--- config.mk ---
export PLATFORM = sky130hd
export DESIGN_NAME = fuse_window
export DESIGN_NICKNAME = d
export VERILOG_FILES = /design/src/rtl/fuse_pkg.sv /design/src/rtl/fuse_pick.sv /design/src/rtl/fuse_slot.sv /design/src/rtl/fuse_tag_ram.sv /design/src/rtl/fuse_window.sv
export SDC_FILE = /design/constraint.sdc
export NUM_CORES = 1
export LEC_CHECK = 0
export ABC_AREA = 1
export BUFFER_PORTS_ARGS = -buffer_cell sky130_fd_sc_hd__buf_2
export CORE_MARGIN = 4
export CORE_UTILIZATION = 50
export CTS_CLUSTER_DIAMETER = 100
export DETAILED_ROUTE_END_ITERATION = 16
export PLACE_DENSITY = 0.7
export SYNTH_ARGS = -nofsm -noshare
export SYNTH_HDL_FRONTEND = slang
export SYNTH_SLANG_ARGS = --single-unit
export TNS_END_PERCENT = 5
--- constraint.sdc ---
create_clock -name clk -period 3.8 [get_ports clk]
set_input_delay 0.57 -clock clk [delete_from_list [all_inputs] [get_ports clk]]
set_output_delay 0.57 -clock clk [all_outputs]
set_load 0.02 [all_outputs]
--- src/rtl/fuse_pkg.sv ---
package fuse_pkg;
  typedef enum logic [1:0] {
    UK_PLAIN = 2'd0,
    UK_STORE = 2'd1,
    UK_LDOP  = 2'd2
  } uop_kind_e;
endpackage

--- src/rtl/fuse_pick.sv ---
// Oldest-first selector: lowest offset from base with a request wins.
module fuse_pick #(
  parameter int DEPTH = 8,
  parameter int IDX_W = $clog2(DEPTH)
) (
  input  logic             clk,
  input  logic             rst,
  input  logic [DEPTH-1:0] req,
  input  logic [IDX_W-1:0] base,
  output logic             found,
  output logic [IDX_W-1:0] idx
);
  always_comb begin
    logic [IDX_W-1:0] pos;
    found = 1'b0;
    idx   = base;
    for (int k = DEPTH - 1; k >= 0; k--) begin
      pos = base + IDX_W'(k);
      if (req[pos]) begin
        found = 1'b1;
        idx   = pos;
      end
    end
  end

  // a reported choice is always a live request
  p_pick_live_r8: assert property (@(posedge clk) disable iff (rst)
    found |-> req[idx]);
endmodule

--- src/rtl/fuse_slot.sv ---
// State of one window entry: kind plus issued/done flags per half.
module fuse_slot
  import fuse_pkg::*;
(
  input  logic      clk,
  input  logic      rst,
  input  logic      clear,
  input  logic      alloc_we,
  input  uop_kind_e alloc_kind,
  input  logic      iss_a,
  input  logic      iss_b,
  input  logic      cmp_a,
  input  logic      cmp_b,
  input  logic      retire,
  output logic      valid,
  output uop_kind_e kind,
  output logic      a_iss,
  output logic      a_done,
  output logic      b_iss,
  output logic      b_done
);
  always_ff @(posedge clk) begin
    if (rst || clear) begin
      valid  <= 1'b0;
      kind   <= UK_PLAIN;
      a_iss  <= 1'b0;
      a_done <= 1'b0;
      b_iss  <= 1'b0;
      b_done <= 1'b0;
    end else if (alloc_we) begin
      valid  <= 1'b1;
      kind   <= alloc_kind;
      a_iss  <= 1'b0;
      a_done <= 1'b0;
      b_iss  <= (alloc_kind == UK_PLAIN);
      b_done <= (alloc_kind == UK_PLAIN);
    end else begin
      if (retire) valid  <= 1'b0;
      if (iss_a)  a_iss  <= 1'b1;
      if (iss_b)  b_iss  <= 1'b1;
      if (cmp_a)  a_done <= 1'b1;
      if (cmp_b)  b_done <= 1'b1;
    end
  end

  // a done half was issued earlier
  p_done_issued_r5: assert property (@(posedge clk) disable iff (rst || clear)
    (valid && a_done) |-> a_iss);
endmodule

--- src/rtl/fuse_tag_ram.sv ---
// Tag storage: one write port at the tail, one read port at the head.
module fuse_tag_ram #(
  parameter int DEPTH = 8,
  parameter int IDX_W = $clog2(DEPTH),
  parameter int W     = 6
) (
  input  logic             clk,
  input  logic             we,
  input  logic [IDX_W-1:0] waddr,
  input  logic [W-1:0]     wdata,
  input  logic [IDX_W-1:0] raddr,
  output logic [W-1:0]     rdata
);
  logic [W-1:0] mem [DEPTH];

  always_ff @(posedge clk) begin
    if (we) mem[waddr] <= wdata;
  end

  assign rdata = mem[raddr];
endmodule

--- src/rtl/fuse_window.sv ---
module fuse_window
  import fuse_pkg::*;
#(
  parameter int DEPTH = 8,
  parameter int TAG_W = 6,
  localparam int IDX_W = $clog2(DEPTH),
  localparam int CNT_W = IDX_W + 1
) (
  input  logic             clk,
  input  logic             rst,
  input  logic             flush,
  input  logic             alloc_valid,
  input  logic [1:0]       alloc_kind,
  input  logic [TAG_W-1:0] alloc_tag,
  output logic             alloc_ready,
  output logic             issue_a_valid,
  output logic [IDX_W-1:0] issue_a_idx,
  input  logic             issue_a_ready,
  output logic             issue_b_valid,
  output logic [IDX_W-1:0] issue_b_idx,
  input  logic             issue_b_ready,
  input  logic             complete_a_valid,
  input  logic [IDX_W-1:0] complete_a_idx,
  input  logic             complete_b_valid,
  input  logic [IDX_W-1:0] complete_b_idx,
  output logic             retire_valid,
  output logic [TAG_W-1:0] retire_tag,
  output logic [1:0]       retire_kind
);
  logic [IDX_W-1:0] head, tail;
  logic [CNT_W-1:0] count;

  logic [DEPTH-1:0] s_valid, s_a_iss, s_a_done, s_b_iss, s_b_done;
  uop_kind_e        s_kind [DEPTH];
  logic [DEPTH-1:0] req_a, req_b;

  logic alloc_fire, fire_a, fire_b;

  assign alloc_ready = (count != CNT_W'(DEPTH));
  assign alloc_fire  = alloc_valid && alloc_ready;
  assign fire_a      = issue_a_valid && issue_a_ready;
  assign fire_b      = issue_b_valid && issue_b_ready;

  genvar gi;
  generate
    for (gi = 0; gi < DEPTH; gi++) begin : g_slot
      fuse_slot u_slot (
        .clk        (clk),
        .rst        (rst),
        .clear      (flush),
        .alloc_we   (alloc_fire && (tail == IDX_W'(gi))),
        .alloc_kind (uop_kind_e'(alloc_kind)),
        .iss_a      (fire_a && (issue_a_idx == IDX_W'(gi))),
        .iss_b      (fire_b && (issue_b_idx == IDX_W'(gi))),
        .cmp_a      (complete_a_valid && (complete_a_idx == IDX_W'(gi))),
        .cmp_b      (complete_b_valid && (complete_b_idx == IDX_W'(gi))),
        .retire     (retire_valid && (head == IDX_W'(gi))),
        .valid      (s_valid[gi]),
        .kind       (s_kind[gi]),
        .a_iss      (s_a_iss[gi]),
        .a_done     (s_a_done[gi]),
        .b_iss      (s_b_iss[gi]),
        .b_done     (s_b_done[gi])
      );
      assign req_a[gi] = s_valid[gi] && !s_a_iss[gi];
      assign req_b[gi] = s_valid[gi] && !s_b_iss[gi] &&
                         ((s_kind[gi] != UK_LDOP) || s_a_done[gi]);
    end
  endgenerate

  fuse_pick #(.DEPTH(DEPTH), .IDX_W(IDX_W)) u_pick_a (
    .clk (clk), .rst (rst), .req (req_a), .base (head),
    .found (issue_a_valid), .idx (issue_a_idx)
  );

  fuse_pick #(.DEPTH(DEPTH), .IDX_W(IDX_W)) u_pick_b (
    .clk (clk), .rst (rst), .req (req_b), .base (head),
    .found (issue_b_valid), .idx (issue_b_idx)
  );

  fuse_tag_ram #(.DEPTH(DEPTH), .IDX_W(IDX_W), .W(TAG_W)) u_tags (
    .clk (clk), .we (alloc_fire), .waddr (tail), .wdata (alloc_tag),
    .raddr (head), .rdata (retire_tag)
  );

  assign retire_valid = s_valid[head] && s_a_done[head] && s_b_done[head];
  assign retire_kind  = s_kind[head];

  always_ff @(posedge clk) begin
    if (rst || flush) begin
      head  <= '0;
      tail  <= '0;
      count <= '0;
    end else begin
      if (alloc_fire)   tail <= tail + 1'b1;
      if (retire_valid) head <= head + 1'b1;
      count <= count + CNT_W'(alloc_fire) - CNT_W'(retire_valid);
    end
  end

  // occupancy never exceeds the depth
  p_no_overflow_r1: assert property (@(posedge clk) disable iff (rst)
    count <= CNT_W'(DEPTH));

  // operation half of a load-op only offered after its load completed
  p_ldop_order_r4: assert property (@(posedge clk) disable iff (rst)
    (issue_b_valid && s_kind[issue_b_idx] == UK_LDOP) |-> s_a_done[issue_b_idx]);

  // an accepted half is never offered again
  p_no_reissue_r5: assert property (@(posedge clk) disable iff (rst)
    issue_a_valid |-> !s_a_iss[issue_a_idx]);

  // a retirement advances the head by exactly one
  p_retire_head_r6: assert property (@(posedge clk) disable iff (rst)
    (retire_valid && !flush) |=> (head == IDX_W'($past(head) + 1'b1)));

  // after a flush the window is empty
  p_flush_empty_r9: assert property (@(posedge clk) disable iff (rst)
    flush |=> (count == '0) && !retire_valid && !issue_a_valid);
endmodule

Word level (Yosys, flattened, before mapping)
Memory sizes are Yosys's and may differ from the RTL's. A register that Yosys moved wholly into a read port is not among the register bits.
Index checks and enable logic that the tools add are counted.
W data, S select, Z words.
{ "totals": {"regBits": 66, "mem_bits_rw": 48, "in_bits": 22, "out_inout_bits": 18, "word_cells": 389, "memories": 1} }
{ "classes": {"add_sub_neg": 10, "order_cmp": 9, "eq_ne": 51, "n_mux": 125, "n_bitwise": 1, "n_reduce_logical": 141} }
{ "mem_list": {"columns": ["name", "depth", "word_bits", "read_ports", "rd_clocked_by_memory_dff", "write_ports", "line_no", "source"], "rows": [
  ["u_tags.mem", 8, 6, 1, 1, 1, "fuse_tag_ram.sv:14", "logic [W-1:0] mem [DEPTH];"]
]} }
{ "op_table": {"columns": ["op", "n"], "rows": [
  ["$mux W1", 85],
  ["$logic_and A1 B1 Y1", 77],
  ["$eq A3 B3 Y1 const B", 24],
  ["$bmux W1 S3", 19],
  ["$mux W3", 18],
  ["$reduce_bool A2 Y1", 24],
  ["$eq A3 B2 Y1 const B", 12],
  ["$lt A3 B4 Y1 const B", 8],
  ["$eq A3 B1 Y1 const B", 6],
  ["$logic_not A3 Y1", 6],
  ["$logic_not A1 Y1", 16],
  ["$ne A2 B2 Y1 const B", 8],
  ["$reduce_or A2 Y1", 8],
  ["$add A3 B3 Y3 const B", 4],
  ["$logic_or A1 B1 Y1", 9],
  ["$add A3 B1 Y3 const B", 2],
  ["$add A3 B2 Y3 const B", 2],
  ["$bmux W2 S3", 1],
  ["$add A4 B1 Y4", 1],
  ["$ge A4 B4 Y1 const B", 1],
  ["$mux W2", 2],
  ["$ne A4 B4 Y1 const B", 1],
  ["$not A3 Y4", 1],
  ["$sub A4 B1 Y4", 1],
  ["$logic_not A2 Y1", 1]
]} }

Longest topological paths before layout
{ "depth": {"depth_word": 17, "mapped_depth": 26, "mapped_depth_nobuf": 22} }

Hierarchy
From an unflattened synthesis, not the netlist that was laid out.
{ "hier_totals": {"hier_cells": 1000, "hier_area_um2": 6993.0} }
{ "modules_own_cells": {"columns": ["mod", "instances", "cells_each", "area_per_inst_um2", "seq_area_each_um2"], "rows": [
  ["fuse_tag_ram", 1, 225, 2170.8, 1441.4],
  ["fuse_slot", 8, 33, 250.2, 140.1],
  ["fuse_window", 1, 259, 1446.4, 200.2],
  ["fuse_pick", 2, 126, 686.9, 0.0]
]} }

Least setup slack after synthesis
No wires, ideal clock.
{ "synth_path": {"path_kind": "register to output", "start": "reg head[0]", "end": "out issue_a_idx[2]", "arrival_ps": 2925, "required_time_ps": 3230, "slack_ps": 305, "path_stages_with_launch": 19, "path_cell_list": "dfxtp_1 > buf_6 > inv_6 > buf_6 > clkbuf_1 > clkbuf_1 > ha_1 > buf_4 > o211ai_1 > o211ai_1 > nand2_1 > nor2_4 > nand3_1 > nand2_1 > nand2_1 > nand2_1 > nand2_1 > nand2_2 > a21boi_0"} }
{ "synth_via": {"elab_chain_cells": 11, "elab_cells_between_ends": 31} }
{ "synth_rtl": {"columns": ["element", "line_no", "source"], "rows": [
  ["from (decl)", "fuse_window.sv:30", "logic [IDX_W-1:0] head, tail;"],
  ["from (signal assigned)", "fuse_window.sv:96", "if (retire_valid) head <= head + 1'b1;"],
  ["$add A3 B3 Y3", "fuse_pick.sv:18", "pos = base + IDX_W'(k);"],
  ["$bmux W1 S3", "fuse_pick.sv:19", "if (req[pos]) begin"],
  ["$mux W1 (not written as such)", "fuse_pick.sv:19", null],
  ["$mux W3 (7 in a row)", "fuse_pick.sv:19", null],
  ["$mux W3 (*)", "fuse_pick.sv:19", null],
  ["to (decl)", "fuse_window.sv:17", "output logic [IDX_W-1:0] issue_a_idx,"]
]} }
Every way passes the cells marked *; elsewhere a longest branch is shown, timed or not. The select of a mux whose other input is x is not followed.

Final worst setup path
Same ends and word-level chain as after synthesis.

==> flow_summary.toml <==
[synth]
yosysMostFrequentCell = "nand2_1"
synth_fp_nets = 918
synth_top_area_share = 0.220
ys_top_cells_by_count = "162 x nand2_1, 117 x nor2_1, 102 x inv_1, 90 x a21oi_1, 72 x nand3_1"
syn_inst = 877
synthArstFlopShare = 0
synthFlopType = "dfxtp_1"
synth.yosys.seq_area_share = 0.431
yosysTopAreaCell = "edfxtp_1"
syn_area_um2 = 6540
ys_warn_count = 0
synthDistinctLibCells = 48
yosys_register_bits = 117
avgSynthCellArea_um2 = 7.46
synthTopCellsByArea = "edfxtp_1 22%, dfxtp_1 21%, nand2_1 9.3%"
synth_edf_count = 48

[min_path]
hp-start = "alloc_tag[4]"
worstHoldPathCells = 1
hold_end = "u_tags.mem[4][4]"
hp-class = "input port to register"

[cells_and_area]
antenna_cells = 0
nNetsFinal = 954
seq_area_um2 = 2820
multi_input_area_um2 = 3130
num-fill-cells = 1204
drive_gt1_frac = 0.144
layout.cells.non_filler = 1097
area_growth_pct = 13.7

[timing]
report.final.slew_viol_count = 0
rsz0062_at_grt = "false"
worst-slew-pin-transition_ns = 0.725
finClkSkew_ns = 0.00676
fmax_ghz = 0.280
finalSetupTns_ns = 0
setup_violations = 0
post-route-min-period_ns = 3.57
final.period_utilization = 0.940
finalHoldViolCount = 0
relSlewSlack = 0.515

[setup_path]
r2r_start = "head[2]"
worst_path_max_delay_cell = "dfxtp_1"
ff2ff_setup_slack_ns = 0.78
start_kind = "register"
cp_common_cell = "nand2_1"
cp_data_arrival_time_ns = 3.00
critPathBufInv = 3
max_stage_delay_ns = 0.43
r2r-end = "count[2]"
path_cells = "buf_8 -> ha_1 -> ha_1 -> inv_1 -> nand3_2 -> nand2_1 -> nor2_4 -> nand3_1 -> nand2_1 -> nand2_1 -> nand2_1 -> nand2_1 -> nand2_2 -> a21boi_0 -> buf_2"
worst-r2r-cell-count = 15
path_max_fanout = 46
cp-end-kind = "output port"
crit_required_ns = 3.23
critical_path_class = "register to output port"
critical_path.top_delay_family = "simple AND/OR/NAND/NOR gates"

[floorplanning]
pin_count = 40
row_count = 41
die_h_um = 122
dieArea_um2 = 15000
initial_core_util = 0.514
core_area_um2 = 12700
die_w_um = 122

[routing]
vias = 5867
wl_mm = 16.7
wl_met2_mm = 7.59
wire_per_inst_um = 15.3
dr.pass1.iters = 7
dr.max_layer_used = "met4"
wl_met3_mm = 1.11
drc = 0
post_drt_via_cell_ratio = 5.35
ant_nets = 0
drt_iter0_drc = 507
routedLengthMet1_mm = 7.80

[status]
status = "completed"

[clocking]
cts_max_level = 4
clk_path_buf_depth = 2
root_buffer = "clkbuf_16"
cts_tree = "done"
cts_num_sinks = 117
clock_latency_ns = 0.42
cts_buffers = 17
clk_pin_slew_ns = 0.06
cts_setup_buffers = 0

[power]
powerDensity_nw_per_um2 = 413
max-vdd-ir-drop_mv = 0.363
power.total_mw = 3.07
p_leak_nw = 3.07

[global_routing]
grt_pass1_vias = 5300
grt-ovfl-total = 0
antenna_found_initial = 0
grt_pass1_wl_mm = 26.6
grt_usage = 0.229
grt_max_degree = 47

[place]
hpwl_mm = 12.2
dp.cells = 1066
io_buffers = 39
place.gp.congestion = 0.946

[flow_run]
max_cap_violations = 0
## metrics by stage
stage,worst slack [ns],area [um2],hold WS [ns],utilization
2_1_floorplan,0.305,6540,0.428,-
3_3_place_gp,0.595,6850,0.441,0.538
3_5_place_dp,0.559,6850,0.453,0.538
4_1_cts,0.105,7430,0.411,0.584
5_1_grt,0.00802,7440,0.425,0.584
6_report,0.228,7440,0.418,0.584
## worst reg2reg max path: stages, from the launching register on
cell      delay [ns]
dfxtp_1         0.39
inv_2           0.24
nor2_1          0.10
inv_1           0.18
a21oi_1         0.08
a32o_1          0.22
a221oi_1        0.30
nand2_1         0.12
inv_1           0.18
ha_1            0.26
inv_1           0.05
ha_1            0.12
inv_1           0.05
fa_1            0.38
xor2_1          0.17
nor2_1          0.05
## metal layers
metal  up-vias  global-route usage
met5         -                   0
met2       210               0.359
met3        23              0.0502
met1      2652               0.319
met4         0              0.0693
li1       2982                   -
## where the power goes
group / internal (mW) / switching (mW) / total [mW] / leakage [nW]
clock network: 0.965 / 0.592 / 1.56 / 0.273
registers: 1.33 / 0.0102 / 1.34 / 0.993
logic: 0.0543 / 0.120 / 0.175 / 1.80
## sequential cells by signal (all words and copies together), names as in the netlist, named ones only
register and flops:
u_tags.mem 48, g_slot.u_slot.kind 16, g_slot.u_slot.a_done 8, g_slot.u_slot.a_iss 8, g_slot.u_slot.b_done 8, g_slot.u_slot.b_iss 8, g_slot.u_slot.valid 8, count 4
head 3, tail 3
## layout make-up
| class | count | area share |
|---|---|---|
| flip-flops and latches | 117 | 0.380 |
| repair buffers | 48 | 0.0363 |
| well taps | 172 | 0.0289 |
| clock inverters | 14 | 0.0205 |
| clock buffers | 17 | 0.0572 |
| multi-input cells | 619 | 0.421 |
| inverters | 110 | 0.0562 |
## cells by family (layout without fill, tap and decap cells)
group / count (synthesis) / count (layout) / synth area share
compound gates: 199 / 199 / 0.171
xor+xnor: 1 / 1 / 0.00134
fa+ha+maj: 19 / 19 / 0.0375
buf+inv: 141 / 189 / 0.0903
flops: 117 / 117 / 0.431
simple gates: 400 / 400 / 0.268
## cell usage in the layout (no fill, tap or decap), types with 5 or more instances in the layout
| cell type | Yosys | routed |
|---|---|---|
| nand2_1 | 162 | 162 |
| nor2_1 | 117 | 116 |
| inv_1 | 102 | 102 |
| a21oi_1 | 90 | 90 |
| nand3_1 | 72 | 72 |
| dfxtp_1 | 69 | 69 |
| o21ai_0 | 68 | 68 |
| edfxtp_1 | 48 | 48 |
| buf_2 | 8 | 39 |
| nand2_2 | 19 | 19 |
| ha_1 | 18 | 18 |
| clkbuf_16 | 0 | 17 |
| buf_4 | 2 | 8 |
| inv_2 | 7 | 7 |
| o211ai_1 | 7 | 7 |
| nor3_1 | 7 | 7 |
| or2_2 | 7 | 7 |
| o22ai_1 | 6 | 6 |
| a31oi_1 | 6 | 6 |
| inv_6 | 1 | 5 |
## how the worst max path moves through the flow
stage	startpoint	to	slack [ns]	cells past startpoint
after detailed placement	head[0]	issue_a_idx[2]	0.56	15
final	head[0]	issue_a_idx[2]	0.23	15
after floorplan	head[0]	issue_a_idx[2]	0.31	18
after CTS	head[0]	issue_a_idx[2]	0.10	15
after global routing	head[0]	issue_a_idx[2]	0.008	15
after global placement	head[0]	issue_a_idx[1]	0.59	17
## repair_timing
item / CTS / global route
endpoints found under the setup margin: 0 / 5
gates resized for setup: 0 / 3
hold buffers: 0 / 0
No activity file was read; power rests on OpenSTA's default activity.
